**config.mk**
```make
export PLATFORM = sky130hd
export DESIGN_NAME = glitch_seq
export DESIGN_NICKNAME = d
export VERILOG_FILES = /design/src/rtl/gs_pkg.sv /design/src/rtl/gs_sync_edge.sv /design/src/rtl/gs_table.sv /design/src/rtl/gs_engine.sv /design/src/rtl/glitch_seq.sv
export SDC_FILE = /design/constraint.sdc
export NUM_CORES = 1
export LEC_CHECK = 0
export BUFFER_PORTS_ARGS = -buffer_cell sky130_fd_sc_hd__buf_2
export CAP_MARGIN = 10
export CORE_ASPECT_RATIO = 1.4
export CORE_MARGIN = 2
export CORE_UTILIZATION = 35
export CTS_BUF_LIST = sky130_fd_sc_hd__clkbuf_8
export CTS_CLUSTER_SIZE = 25
export DETAILED_ROUTE_END_ITERATION = 6
export PLACE_DENSITY_LB_ADDON = 0.12
export SLEW_MARGIN = 20
export SYNTH_ARGS = -nofsm -noshare
export SYNTH_HDL_FRONTEND = slang
export SYNTH_SLANG_ARGS = --single-unit
```
**constraint.sdc**
```tcl
create_clock -name clk -period 7.4 [get_ports clk]
set_clock_uncertainty 0.1 [all_clocks]
set_input_delay 0.74 -clock clk [delete_from_list [all_inputs] [get_ports clk]]
set_output_delay 0.74 -clock clk [all_outputs]
set_load 0.01 [all_outputs]
```
**src/rtl/gs_pkg.sv**
```systemverilog
package gs_pkg;
   typedef enum logic [1:0] {
      GS_IDLE = 2'd0,
      GS_WAIT = 2'd1,
      GS_FIRE = 2'd2
   } gs_state_e;
endpackage

```
**src/rtl/gs_sync_edge.sv**
```systemverilog
module gs_sync_edge #(
   parameter int STAGES = 2
) (
   input  logic clk,
   input  logic rst_n,
   input  logic async_i,
   output logic rise_o
);
   if (STAGES < 2) begin : g_bad_stages
      $error("gs_sync_edge: STAGES must be at least 2");
   end

   // sh[STAGES-1] is the synchronized level, sh[STAGES] its previous value
   logic [STAGES:0] sh;

   always_ff @(posedge clk) begin
      if (!rst_n) sh <= '0;
      else        sh <= {sh[STAGES-1:0], async_i};
   end

   assign rise_o = sh[STAGES-1] & ~sh[STAGES];
endmodule

```
**src/rtl/gs_table.sv**
```systemverilog
module gs_table #(
   parameter int N_PAIRS = 8,
   parameter int DLY_W   = 32,
   parameter int WID_W   = 16,
   parameter int IW      = 3,
   parameter int CW      = 4
) (
   input  logic             clk,
   input  logic             rst_n,
   input  logic             lock_i,
   input  logic             we_i,
   input  logic [IW-1:0]    waddr_i,
   input  logic [DLY_W-1:0] wdly_i,
   input  logic [WID_W-1:0] wwid_i,
   input  logic             cnt_we_i,
   input  logic [CW-1:0]    cnt_i,
   input  logic [IW-1:0]    raddr_i,
   output logic [DLY_W-1:0] rdly_o,
   output logic [WID_W-1:0] rwid_o,
   output logic [CW-1:0]    count_o
);
   logic [DLY_W-1:0] dly_q [N_PAIRS];
   logic [WID_W-1:0] wid_q [N_PAIRS];
   logic [CW-1:0]    cnt_q;

   for (genvar e = 0; e < N_PAIRS; e++) begin : g_entry
      logic hit;
      assign hit = we_i && !lock_i && (int'(waddr_i) == e);
      always_ff @(posedge clk) begin
         if (!rst_n) begin
            dly_q[e] <= '0;
            wid_q[e] <= '0;
         end else if (hit) begin
            dly_q[e] <= wdly_i;
            wid_q[e] <= wwid_i;
         end
      end
   end

   always_ff @(posedge clk) begin
      if (!rst_n)
         cnt_q <= '0;
      else if (cnt_we_i && !lock_i)
         cnt_q <= (cnt_i > CW'(N_PAIRS)) ? CW'(N_PAIRS) : cnt_i;
   end

   assign rdly_o  = dly_q[raddr_i];
   assign rwid_o  = wid_q[raddr_i];
   assign count_o = cnt_q;
endmodule

```
**src/rtl/gs_engine.sv**
```systemverilog
module gs_engine
   import gs_pkg::*;
#(
   parameter int DLY_W = 32,
   parameter int WID_W = 16,
   parameter int IW    = 3,
   parameter int CW    = 4
) (
   input  logic             clk,
   input  logic             rst_n,
   input  logic             start_i,
   input  logic [CW-1:0]    count_i,
   input  logic [DLY_W-1:0] dly_i,
   input  logic [WID_W-1:0] wid_i,
   output logic [IW-1:0]    idx_o,
   output logic             busy_o,
   output logic             pulse_o,
   output logic             pulse_n_o
);
   gs_state_e        st_q, st_d;
   logic [IW-1:0]    idx_q, idx_d;
   logic [DLY_W-1:0] cnt_q, cnt_d;
   logic             last;

   assign last = (CW'(idx_q) + CW'(1)) == count_i;

   always_comb begin
      st_d  = st_q;
      idx_d = idx_q;
      cnt_d = cnt_q;
      unique case (st_q)
         GS_IDLE: begin
            if (start_i && count_i != '0) begin
               st_d  = GS_WAIT;
               idx_d = '0;
               cnt_d = DLY_W'(1);
            end
         end
         GS_WAIT: begin
            if (cnt_q >= dly_i) begin
               cnt_d = DLY_W'(1);
               if (wid_i != '0)
                  st_d = GS_FIRE;
               else if (last)
                  st_d = GS_IDLE;
               else
                  idx_d = idx_q + IW'(1);
            end else begin
               cnt_d = cnt_q + DLY_W'(1);
            end
         end
         GS_FIRE: begin
            if (cnt_q >= DLY_W'(wid_i)) begin
               cnt_d = DLY_W'(1);
               if (last) begin
                  st_d = GS_IDLE;
               end else begin
                  st_d  = GS_WAIT;
                  idx_d = idx_q + IW'(1);
               end
            end else begin
               cnt_d = cnt_q + DLY_W'(1);
            end
         end
         default: st_d = GS_IDLE;
      endcase
   end

   always_ff @(posedge clk) begin
      if (!rst_n) begin
         st_q      <= GS_IDLE;
         idx_q     <= '0;
         cnt_q     <= '0;
         pulse_o   <= 1'b0;
         pulse_n_o <= 1'b1;
      end else begin
         st_q      <= st_d;
         idx_q     <= idx_d;
         cnt_q     <= cnt_d;
         pulse_o   <= (st_d == GS_FIRE);
         pulse_n_o <= (st_d != GS_FIRE);
      end
   end

   assign busy_o = (st_q != GS_IDLE);
   assign idx_o  = idx_q;
endmodule

```
**src/rtl/glitch_seq.sv**
```systemverilog
module glitch_seq #(
   parameter int N_PAIRS     = 8,
   parameter int DLY_W       = 32,
   parameter int WID_W       = 16,
   parameter int SYNC_STAGES = 2,
   localparam int IW = (N_PAIRS > 1) ? $clog2(N_PAIRS) : 1,
   localparam int CW = $clog2(N_PAIRS + 1)
) (
   input  logic             clk,
   input  logic             rst_n,
   input  logic             trig_i,
   input  logic             tbl_we_i,
   input  logic [IW-1:0]    tbl_addr_i,
   input  logic [DLY_W-1:0] tbl_dly_i,
   input  logic [WID_W-1:0] tbl_wid_i,
   input  logic             cnt_we_i,
   input  logic [CW-1:0]    cnt_i,
   output logic             busy_o,
   output logic             pulse_o,
   output logic             pulse_n_o
);
   if (N_PAIRS < 1) begin : g_bad_depth
      $error("glitch_seq: N_PAIRS must be at least 1");
   end
   if (WID_W > DLY_W) begin : g_bad_width
      $error("glitch_seq: WID_W must not exceed DLY_W");
   end

   logic             rise;
   logic [IW-1:0]    rd_idx;
   logic [DLY_W-1:0] cur_dly;
   logic [WID_W-1:0] cur_wid;
   logic [CW-1:0]    count;

   gs_sync_edge #(.STAGES(SYNC_STAGES)) u_sync (
      .clk     (clk),
      .rst_n   (rst_n),
      .async_i (trig_i),
      .rise_o  (rise)
   );

   gs_table #(
      .N_PAIRS (N_PAIRS),
      .DLY_W   (DLY_W),
      .WID_W   (WID_W),
      .IW      (IW),
      .CW      (CW)
   ) u_tab (
      .clk      (clk),
      .rst_n    (rst_n),
      .lock_i   (busy_o),
      .we_i     (tbl_we_i),
      .waddr_i  (tbl_addr_i),
      .wdly_i   (tbl_dly_i),
      .wwid_i   (tbl_wid_i),
      .cnt_we_i (cnt_we_i),
      .cnt_i    (cnt_i),
      .raddr_i  (rd_idx),
      .rdly_o   (cur_dly),
      .rwid_o   (cur_wid),
      .count_o  (count)
   );

   gs_engine #(
      .DLY_W (DLY_W),
      .WID_W (WID_W),
      .IW    (IW),
      .CW    (CW)
   ) u_eng (
      .clk       (clk),
      .rst_n     (rst_n),
      .start_i   (rise),
      .count_i   (count),
      .dly_i     (cur_dly),
      .wid_i     (cur_wid),
      .idx_o     (rd_idx),
      .busy_o    (busy_o),
      .pulse_o   (pulse_o),
      .pulse_n_o (pulse_n_o)
   );
endmodule

```
# Word level (Yosys, flattened, before mapping)
# Memory sizes are Yosys's and may differ from the RTL's. A register that Yosys moved wholly into a read port is not among the register bits.
# Cells that the tools add are included.
totals:
  regBits: 46
  ramBits: 384
  input_bits: 60
  out_inout_bits: 3
  elab_cells: 132
  mem_count: 2
op_classes:
  n_addsub: 3
  n_lt_le_gt_ge: 3
  n_eq_ne: 16
  mux: 63
  n_bitwise: 18
  n_reduce_logical: 20
memory_table:
  columns: ["name", "words", "word_bits", "rd", "rd_ports_with_merged_regs", "write_ports", "line", "rtl"]
  rows:
  - ["u_tab.dly_q", 8, 32, 1, 1, 8, "gs_table.sv:22", "logic [DLY_W-1:0] dly_q [N_PAIRS];"]
  - ["u_tab.wid_q", 8, 16, 1, 1, 8, "gs_table.sv:23", "logic [WID_W-1:0] wid_q [N_PAIRS];"]
op_table:
  columns: ["op", "count"]
  rows:
  - ["2-to-1 mux 32 bit", 11]
  - ["2-to-1 mux 16 bit", 8]
  - ["case mux 32 bit (3 select lines)", 1]
  - ["adder 32 x 1 -> 32 bit (second input constant)", 1]
  - [">= comparator 32 x 16 -> 1 bit", 1]
  - [">= comparator 32 bit", 1]
  - ["2-to-1 mux 3 bit", 9]
  - ["2-to-1 mux 1 bit", 26]
  - ["OR 1 bit", 16]
  - ["nonzero test 16 bit", 1]
  - ["== test 3 bit (second input constant)", 4]
  - ["logical AND 1 bit", 11]
  - ["2-to-1 mux 2 bit", 5]
  - ["case mux 3 bit (3 select lines)", 1]
  - ["== test 3 x 2 -> 1 bit (second input constant)", 2]
  - ["!= test 2 x 1 -> 1 bit (second input constant)", 3]
  - ["case mux 2 bit (3 select lines)", 1]
  - ["AND reduction 5 bit", 1]
  - ["adder 3 x 1 -> 4 bit (second input constant)", 1]
  - ["== test 2 bit (second input constant)", 2]
  - ["== test 4 bit", 1]
  - ["greater-than comparator 4 bit (second input constant)", 1]
  - ["2-to-1 mux 4 bit", 1]
  - ["!= test 2 bit (second input constant)", 2]
  - ["12 further kinds", 12]

# Depth between registers and ports, before layout
# Gate-level depths: netlist of the first run.
depth:
  depth_word: 8
  mapped_depth: 18
  ltp_nobuf: 13

# Modules after synthesis
# A second synthesis of the first run with hierarchy kept.
hier_totals:
  cells_unflattened: 1471
  hier_area_um2: 21079.0
modules_own_cells:
  columns: ["module", "instances", "cells_per_inst", "area_per_inst_um2", "seq_area_each_um2"]
  rows:
  - ["gs_table", 1, 1022, 17548.1, 11611.1]
  - ["gs_engine", 1, 442, 3438.3, 780.7]
  - ["gs_sync_edge", 1, 7, 92.6, 60.1]

# Least setup slack after synthesis of the first run
# Ideal clock, no wire load.
synth_path:
  kind: "register -> register"
  start: "reg u_eng.st_q[0]"
  end: "mem u_tab.dly_q[0][0] (enable)"
  setup_time_ps: 520
  arrival_ps: 4646
  required_time_ps: 6780
  path_slack_ps: 2134
  path_stages_with_launch: 7
  path_buffers: 1
  period_less_slack_ps: 5266
  path_cell_list: "dfxtp_1 -> inv_1 -> ha_1 -> clkbuf_1 -> nand2_1 -> or3_1 -> o21ai_0"
synth_rtl:
  columns: ["element", "line", "rtl"]
  rows:
  - ["start: declaration", "gs_engine.sv:20", "gs_state_e st_q, st_d;"]
  - ["start signal: assignment", "gs_engine.sv:77", "st_q <= st_d;"]
  - ["end: declaration", "gs_table.sv:22", null]

==> results of run 1 <==
[power breakdown]
group / switching (mW) / internal, mW / total (mW) / leakage [nW]
Sequential: 0.0304 / 2.77 / 2.80 / 4.38
Combinational: 0.185 / 0.0848 / 0.270 / 3.29
Clock: 0.988 / 0.990 / 1.98 / 0.790
[stage by stage]
| step | power, mW | hold WS [ps] | worst slack (ps) |
|---|---|---|---|
| final | 5.04 | 221 | 2110 |
| after global routing | 5.24 | 219 | 1630 |
| after CTS | 5.11 | 171 | 2040 |
| after detailed placement | 3.13 | 335 | 2060 |
| after global placement | 3.12 | 338 | 2100 |
| after floorplan | 2.99 | 312 | 2130 |
[final cells by class]
class	count	area [µm²]
fillers	5493	35300
flip-flops and latches	433	12500
multi-input cells	951	7860
clock buffers	80	1100
well taps	749	937
repair buffers	84	500
clock inverters	52	209
inverters	16	60.1
diodes	1	2.50
[synth_stat cells, drive strengths merged (4+ instances only)]
library cell / number / area share, %
buf: 19 / 0.51
o21ai: 44 / 1.1
inv: 16 / 0.29
a22oi: 19 / 0.69
ha: 54 / 3.3
dfxtp: 49 / 4.8
and3: 9 / 0.28
clkbuf: 64 / 1.2
mux2i: 71 / 3.4
nor2b: 10 / 0.30
nand2b: 14 / 0.42
a21o: 6 / 0.22
xnor2: 4 / 0.17
nand3: 15 / 0.36
edfxtp: 384 / 56
nor3: 16 / 0.39
a2111oi: 5 / 0.24
and4: 5 / 0.21
or3: 5 / 0.15
nand2: 51 / 0.93
mux4: 79 / 8.6
nand4: 13 / 0.39
a31oi: 17 / 0.52
a21oi: 33 / 0.80
nor2: 30 / 0.55
xor2: 9 / 0.38
nor3b: 7 / 0.25
a211oi: 10 / 0.36
and2: 393 / 12
nor4: 6 / 0.18
[kinds of logic after synthesis]
family                     count (synthesis)
and+or+nand+nor                          577
DFF                                      433
AOI/OAI and AO/OA                        156
muxes                                    151
buffers and inverters                     99
adders and majority gates                 54
xor gates and xnor gates                  13
[cells in the final DEF, fill, tap and decap left out, types with 5 or more instances in the layout]
master    Yosys  routed
a21o_1        6       6
ha_1         54      54
nor2b_1      10      10
buf_2         9      62
a21oi_1      33      33
nor3b_1       7       7
dfxtp_1      49      46
o21ai_4       0       8
a31oi_1      17      17
xor2_1        9       9
nand3_1      15      15
nor2_4        0       8
mux4_2       79      79
and4_1        5       5
edfxtp_1    384     384
and2_1      393     393
nand2_1      51      51
nor2_1       30      22
mux2i_1      71      71
and3_1        8       8
o21ai_1       8       8
clkinv_1      0      12
buf_4         2      20
a22oi_1      19      19
or3_1         5       5
clkbuf_8      0      80
nor3_1       16      16
clkinv_2      0       5
nand4_1      13      13
o21ai_0      36      28
inv_1        16      49
nor4_1        6       6
a211oi_1     10      10
nand2b_1     14      14
[metal layers]
layer / share of wire, % / up-vias
met5: 0 / -
met4: 2.6 / 0
met3: 3.5 / 86
met2: 53 / 266
met1: 41 / 6346
li1: - / 5696
[state kept, by name (all words and copies together), names as in the netlist, named ones only]
name	count
u_tab.dly_q	256
u_tab.wid_q	128
u_eng.cnt_q	32
u_tab.count_o	4
u_eng.idx_o	3
u_sync.sh	3
u_eng.st_q	2
u_eng.pulse_n_o	1
u_eng.pulse_o	1
[worst register-to-register path, stage by stage (launching register included)]
cell	delay, ps
dfxtp_4	840
buf_12	410
nor2b_1	370
buf_4	280
a22oi_1	270
o21ai_0	310
ha_1	430
and3_1	180
nand2_1	60
o41ai_1	740
o32ai_4	240
nand3_1	570
o21ai_0	190
a21o_1	210
[worst paths after layout]
check	endpoint	slack, ps	startpoint	cells after the start
min reg2reg	u_sync.sh[1]$_SDFF_PN0_	340	u_sync.sh[0]$_SDFF_PN0_	1
min	u_sync.sh[0]$_SDFF_PN0_	220	trig_i	2
max	u_eng.cnt_q[23]$_SDFFE_PN0P_	2110	register	13
max reg2reg	u_eng.cnt_q[23]$_SDFFE_PN0P_	2110	register	13
==> qor.yml, run 1 <==
status: "finished, final reports clean"
rsz0062_at_grt: "no"
wl_per_cell_um: 24.6
worstPathCellList: "buf_12 -> nor2b_1 -> buf_4 -> a22oi_1 -> o21ai_0 -> ha_1 -> and3_1 -> nand2_1 -> o41ai_1 -> o32ai_4 -> nand3_1 -> o21ai_0 -> a21o_1"
post-route-period-util_pct: 71.5
tns_ps: 0
rows: 105
grtUsageMet3_pct: 2.79
leakage_nw: 8.45
postCtsHoldBufs: 0
nNetsFinal: 1674
area_growth_pct: 12.4
synth.net_count: 1597
finalSetupViolations: 0
post_dp_cell_area_um2: 21900
dieArea_um2: 60900
fmax_mhz: 189
synth_edf_count: 384
core_um2: 58500
endpoint_kind: "register"
worstPathMaxFanout: 42
synthFlopType: "edfxtp_1"
synth_xor_area_share_pct: 0.552
stdcell_area_um2: 23200
grt_first_pass_wirelength_um: 86400
dp_hpwl_um: 32900
post_cts_buffers: 0
grt_use_met2_pct: 35.5
top_usage_layer: "met2"
overflow: 0
dieHeight_um: 291
via_per_inst: 5.24
grt_pass1_vias: 13166
insertion_delay_ps: 650
dp.cells: 2233
first_pass_iters: 5
min_period_ps: 5290
syn_inst: 1483
cts_resized: 0
cts_num_sinks: 433
h-tree-depth: 3
start_util_pct: 35.3
drt_iter0_markers: 780
slowest_stage: "dfxtp_4"
synthMuxAreaShare_pct: 12.1
track_usage_pct: 19.5
top_level_ports: 63
hold_path.class: "primary input to register"
crit_path_start_kind: "register"
ys_seq_elements: 433
gp_congestion: 0.748
drtAntennaViolNets: 0
ys_seq_area_share_pct: 60.7
path_buf_inv: 2
vias: 12394
yosysUniqueCellTypes: 58
async_flop_share_pct: 0
die_x_um: 209
drc: 0
slowest_delay_ps: 840
crit_top_cell: "o21ai_0"
grt_util_met1_pct: 23.1
antenna_found_initial: 8
syn_avg_cell_area_um2: 13.9
clk_pin_slew_worst_paths_ps: 60
worstPathArrival_ps: 5720
drv_cap: 0
grt_max_degree: 76
drt-total-wl_um: 58200
final_cells: 2366
synth_simple_gate_area_share_pct: 16.5
hold_violations: 0
cts_tree: "yes"
synth_top_family_by_area: "simple AND/OR/NAND/NOR gates"
relSlewSlack_pct: 30.9
p_per_area_nw_per_um2: 218
io_buffers: 62
crit_type: "register to register"
yosys_warnings: 0
cts_buffer_depth: 3
final_core_util_pct: 39.7
cp.required_ps: 7830
cts_buffers: 74
synth-compound-area-share_pct: 4.91
tightest_slew_ps: 1040
critical_path.top_delay_family: "compound AO/OA/AOI/OAI gates"
synthAdderAreaFrac_pct: 3.28
syn_area_um2: 20600
drive_gt1_share_pct: 17.1
drv_slew: 0
ir_drop_v: 0.0000904
cts_root_buffer: "clkbuf_8"
Power figures use the tool's default switching activity.
==> inputs of run 2 (changes only) <==
--- a/config.mk
+++ b/config.mk
@@ -5,6 +5,7 @@
 export SDC_FILE = /design/constraint.sdc
 export NUM_CORES = 1
 export LEC_CHECK = 0
+export ABC_AREA = 1
 export BUFFER_PORTS_ARGS = -buffer_cell sky130_fd_sc_hd__buf_2
 export CAP_MARGIN = 10
 export CORE_ASPECT_RATIO = 1.4
==> constraint.sdc (replaced) <==
create_clock -name clk -period 5.4 [get_ports clk]
set_clock_uncertainty 0.1 [all_clocks]
set_input_delay 0.54 -clock clk [delete_from_list [all_inputs] [get_ports clk]]
set_output_delay 0.54 -clock clk [all_outputs]
set_load 0.01 [all_outputs]
==> run 2 against run 1 <==
Power up 38%. Final area grew 1.1%. Area after synthesis rose by 2.2%. Wire length increased by 14%. Register-to-register slack lost 730 ps. Maximum frequency is 32% higher. Highest routed layer unchanged.
==> qor.yml, run 2 <==
status: "finished, final reports clean"
worstPathMaxFanout: 69
syn_inst: 2259
core_um2: 59700
cts_tree: "yes"
crit_path_start_kind: "register"
worst_slack_ps: 1380
first_pass_iters: 5
syn_area_um2: 21100
grt_pass1_vias: 16390
dp_slack_ps: 1340
grt_max_degree: 195
ys_seq_elements: 433
final_common_cell: "nor2_1"
critical_path.top_delay_family: "simple AND/OR/NAND/NOR gates"
min_period_ps: 4020
drc: 0
start_util_pct: 35.3
holdWs_ps: 54.5
crit_top_cell: "nand2_1"
dieArea_um2: 62300
grt_first_pass_wirelength_um: 100000
track_usage_pct: 21.8
insertion_delay_ps: 670
largest_register_ffs: 256
top_level_ports: 63
h-tree-depth: 3
finalSetupViolations: 0
yosys-top-cells-count: "570 x nor2_1, 384 x edfxtp_1, 349 x nand2_1, 199 x inv_1, 156 x o21ai_0"
drv_cap: 0
fmax_mhz: 249
tightest_slew_ps: 1080
cts_root_buffer: "clkbuf_8"
worstPathArrival_ps: 4470
synth.net_count: 2373
worstPathCellList: "inv_6 -> buf_4 -> nand2_1 -> nand2_1 -> nand2_1 -> nand3_1 -> nand2_1 -> ha_1 -> nand2_1 -> o21bai_1 -> nand2_1 -> nand2_1 -> nand2_1 -> a21oi_1 -> nand4_1 -> nand2_2 -> inv_4 -> nor2_8 -> nand2_1 -> a21oi_1"
syn_avg_cell_area_um2: 9.33
multi_input_area_um2: 7300
path_buf_inv: 3
hold_path.class: "primary input to register"
top_register: "u_tab.dly_q"
final_core_util_pct: 39.3
slowest_stage: "buf_4"
drt-total-wl_um: 66600
synth.most_common_cell: "nor2_1"
layout_common_cells: "570 x nor2_1, 384 x edfxtp_1, 343 x nand2_1"
crit_type: "register to register"
slowest_delay_ps: 460
overflow: 0
drv_slew: 0
yosys_warnings: 0
rows: 106
via_per_inst: 5.19
synth_edf_count: 384
post-route-period-util_pct: 74.5
drive_gt1_share_pct: 10.9
cts_buffer_depth: 3
ys_seq_area_share_pct: 59.3
post_cts_buffers: 0
dieHeight_um: 294
synth_largest_area_cell: "edfxtp_1"
cts_buffers: 74
async_flop_share_pct: 0
wl_per_cell_um: 21.4
hold_violations: 0
drt_iter0_markers: 1234
power.total_mw: 6.95
endpoint_kind: "register"
vias: 16144
clk_pin_slew_worst_paths_ps: 60
rsz0062_at_grt: "no"
cts_num_sinks: 433
tns_ps: 0
gp_congestion: 0.840
die_x_um: 211
relSlewSlack_pct: 28.0
synth_top_cell_area_share_pct: 54.7
n_fill_cell: 6071
p_per_area_nw_per_um2: 296
io_buffers: 62
seqCellArea_um2: 12500
largestRegisters: "u_tab.dly_q x256, u_tab.wid_q x128, u_eng.cnt_q x32"
ir_drop_v: 0.000161
synthFlopType: "edfxtp_1"
synth_area_leaders: "edfxtp_1 55%, nor2_1 10%, nand2_1 6.2%"
dp_hpwl_um: 38200
leakage_nw: 9.69
yosysUniqueCellTypes: 40
antenna_found_initial: 1
area_growth_pct: 11.2
cp.required_ps: 5850
drtAntennaViolNets: 0
nNetsFinal: 2415
-- run 2: metrics by stage --
stage                     area [µm²]  cells
final                          23400   3109
after global routing           23400   3109
after CTS                      23400   3108
after detailed placement       22100   2978
after global placement         22100   2978
after floorplan                21100   2259
-- run 2: power by group --
group | total [mW] | switching (mW) | internal (mW)
clock | 2.70 | 1.38 | 1.32
sequential | 3.83 | 0.0386 | 3.79
combinational | 0.408 | 0.316 | 0.0912
total | 6.95 | 1.74 | 5.21
-- run 2: cells by family after synthesis --
family	share of synthesized area, %
compound gates	8.63
xor+xnor	1.04
fa+ha+maj	3.20
buf+inv	6.47
flops	59.3
simple gates	21.3
-- run 2: layer usage --
| metal | GRT usage, % | vias up | wire length (µm) |
|---|---|---|---|
| li1 | - | 7638 | - |
| met1 | 26.5 | 7890 | 27000 |
| met2 | 38.6 | 478 | 33800 |
| met3 | 2.69 | 138 | 3300 |
| met4 | 9.89 | 0 | 2500 |
| met5 | 0 | - | 0 |
-- run 2: what timing repair did --
action,in CTS,in global routing
hold buffers,3,0
gates resized for setup,0,0
endpoints found under the setup margin,0,0
endpoints found under the hold margin,3,0
-- run 2: layout make-up --
| class | instances | share of cell area [%] |
|---|---|---|
| sequential | 433 | 53.4 |
| inverter | 206 | 3.33 |
| tap | 756 | 4.03 |
| multi-input combinational | 1493 | 31.1 |
| timing repair buffer | 93 | 2.62 |
| clock buffer | 77 | 4.52 |
| antenna | 1 | 0.0107 |
| clock inverter | 50 | 0.929 |
-- run 2: final timing paths --
check	startpoint	endpoint	slack (ps)	depth (start not counted)
max	register	u_eng.cnt_q[3]$_SDFFE_PN0P_	1380	20
min	cnt_i[0]	u_tab.count_o[0]$_SDFFE_PN0P_	50	3
max reg2reg	register	u_eng.cnt_q[3]$_SDFFE_PN0P_	1380	20
min reg2reg	u_sync.sh[0]$_SDFF_PN0_	u_sync.sh[1]$_SDFF_PN0_	310	2
-- run 2: worst reg2reg max path: stages, from the launching register on --
cell,delay [ps]
dfxtp_4,360
inv_6,420
buf_4,470
nand2_1,110
nand2_1,70
nand2_1,50
nand3_1,70
nand2_1,150
ha_1,340
nand2_1,70
o21bai_1,110
nand2_1,80
nand2_1,70
nand2_1,40
a21oi_1,270
nand4_1,190
nand2_2,200
inv_4,80
nor2_8,400
nand2_1,110
a21oi_1,150
==> inputs of run 3 (changes only) <==
==> constraint.sdc (replaced) <==
create_clock -name clk -period 3.7 [get_ports clk]
set_clock_uncertainty 0.1 [all_clocks]
set_input_delay 0.37 -clock clk [delete_from_list [all_inputs] [get_ports clk]]
set_output_delay 0.37 -clock clk [all_outputs]
set_load 0.01 [all_outputs]
==> run 3 against run 2 <==
Wire length grew 1.8%. Largest cell class unchanged. Critical endpoint is now u_eng.cnt_q[2]$_SDFFE_PN0P_. Worst setup slack lost 1100 ps. Sequential power grew 46%. Combinational power grew 62%. Power grew 45%.
==> qor.yml, run 3 (synthesis results as in run 2) <==
min_from: "tbl_wid_i[7]"
first_pass_iters: 6
drt_iter0_markers: 1227
h-tree-depth: 3
post_dp_cell_area_um2: 22700
top_level_ports: 63
grt_pass1_vias: 16589
drtAntennaViolNets: 0
slowest_stage: "dfxtp_4"
cts_root_buffer: "clkbuf_8"
worstPathCellList: "inv_16 -> buf_4 -> o21ai_0 -> o22ai_1 -> o21ai_1 -> ha_1 -> nand2_1 -> o21bai_1 -> a21oi_1 -> nor2_1 -> nand2_1 -> nand2_1 -> nand3_1 -> nand2_2 -> inv_4 -> nor2_8 -> buf_12 -> nand2_1 -> a21oi_1"
nNetsFinal: 2483
drv_cap: 0
dieArea_um2: 62300
grt_first_pass_wirelength_um: 102000
insertion_delay_ps: 660
post-route-period-util_pct: 93.0
final_cells: 3174
drc: 0
cp.required_ps: 4170
start_util_pct: 35.3
min_period_ps: 3440
tns_ps: 0
top_register: "u_tab.dly_q"
slowest_delay_ps: 500
drive_gt1_share_pct: 12.2
grt_max_degree: 97
cts_tree: "yes"
endpoint_kind: "register"
via_per_inst: 5.16
largest_register_ffs: 256
crit_path_start_kind: "register"
hold_path.class: "primary input to register"
fmax_mhz: 291
layout_common_cells: "569 x nor2_1, 384 x edfxtp_1, 343 x nand2_1"
antenna_found_initial: 2
tightest_slew_ps: 861
hold_violations: 0
crit_type: "register to register"
rr_worst_depth: 19
overflow: 0
status: "finished, final reports clean"
die_x_um: 211
dp.cells: 3023
rrSetupSlack_ps: 260
finalSetupViolations: 0
rows: 106
leakage_nw: 10.1
ir_drop_v: 0.000218
io_buffers: 62
worstReg2RegEnd: "u_eng.cnt_q[2]$_SDFFE_PN0P_"
post_cts_buffers: 0
stdcell_area_um2: 24300
dieHeight_um: 294
drv_slew: 0
vias: 16386
area_growth_pct: 15.0
path_buf_inv: 4
wl_per_cell_um: 21.4
cts_buffers: 72
worstPathMaxFanout: 52
rsz0062_at_grt: "no"
crit_cells: 19
final_core_util_pct: 40.6
cts_num_sinks: 433
critical_path.top_delay_family: "compound AO/OA/AOI/OAI gates"
drt-total-wl_um: 67800
final_common_cell: "nor2_1"
worstPathArrival_ps: 3910
core_um2: 59700
cts_buffer_depth: 3
relSlewSlack_pct: 42.6
gp_congestion: 0.868
clk_pin_slew_worst_paths_ps: 70
worst_hold_path.endpoint: "u_tab.wid_q[6][7]$_SDFFCE_PN0P_"
largestRegisters: "u_tab.dly_q x256, u_tab.wid_q x128, u_eng.cnt_q x32"
crit_top_cell: "nand2_1"
p_per_area_nw_per_um2: 415
track_usage_pct: 22.0
hold_path_depth: 3
dp_hpwl_um: 41300
[run 3: what timing repair did]
item | CTS | global route
hold buffers | 27 | 0
resized for setup | 0 | 10
endpoints found under the hold margin | 104 | 0
endpoints found under the setup margin | 0 | 35
[run 3: stage by stage]
step           hold WS [ps]  power (mW)  setup WS [ps]
6_report               33.4        10.1            259
4_1_cts                1.12        10.2            126
5_1_grt                43.0        10.5           2.63
3_3_place_gp            296        6.33            205
3_5_place_dp            296        6.34            162
2_1_floorplan           290        6.03          -1050
[run 3: how the worst max path moves through the flow]
stage	from	end
floorplan	u_eng.st_q[0]$_SDFF_PN0_	u_tab.dly_q[6][0]$_SDFFCE_PN0P_
finish	register	u_eng.cnt_q[2]$_SDFFE_PN0P_
CTS	register	u_eng.cnt_q[2]$_SDFFE_PN0P_
global route	register	u_eng.cnt_q[19]$_SDFFE_PN0P_
detailed placement	register	u_eng.cnt_q[2]$_SDFFE_PN0P_
global placement	register	u_eng.cnt_q[17]$_SDFFE_PN0P_
[run 3: where the power goes]
group          internal, mW  total (mW)  switching (mW)  leakage (nW)
logic                 0.184       0.662           0.478          4.98
registers              5.53        5.59          0.0582          4.39
clock network          1.86        3.82            1.95         0.733
total                  7.58        10.1            2.49          10.1
[run 3: routing by layer]
layer	routed length (µm)	vias up	global-route usage (%)
met5	0	-	0
met4	1660	0	7.63
met3	3270	95	3.13
met2	34900	458	39.9
met1	27900	8057	26.6
li1	-	7776	-
[run 3: final cells by class]
class | instances | area (µm²)
antenna | 1 | 2.50
clock buffer | 75 | 1030
clock inverter | 47 | 190
fill | 5986 | 35400
inverter | 206 | 792
multi-input combinational | 1493 | 7300
sequential | 433 | 12500
tap | 756 | 946
timing repair buffer | 163 | 1470
[run 3: worst reg2reg max path, cell delays in order (launching register included)]
cell and delay (ps):
dfxtp_4 500, inv_16 130, buf_4 230, o21ai_0 160, o22ai_1 100, o21ai_1 420, ha_1 330, nand2_1 100
o21bai_1 130, a21oi_1 80, nor2_1 90, nand2_1 110, nand2_1 130, nand3_1 120, nand2_2 110, inv_4 70
nor2_8 130, buf_12 160, nand2_1 60, a21oi_1 120
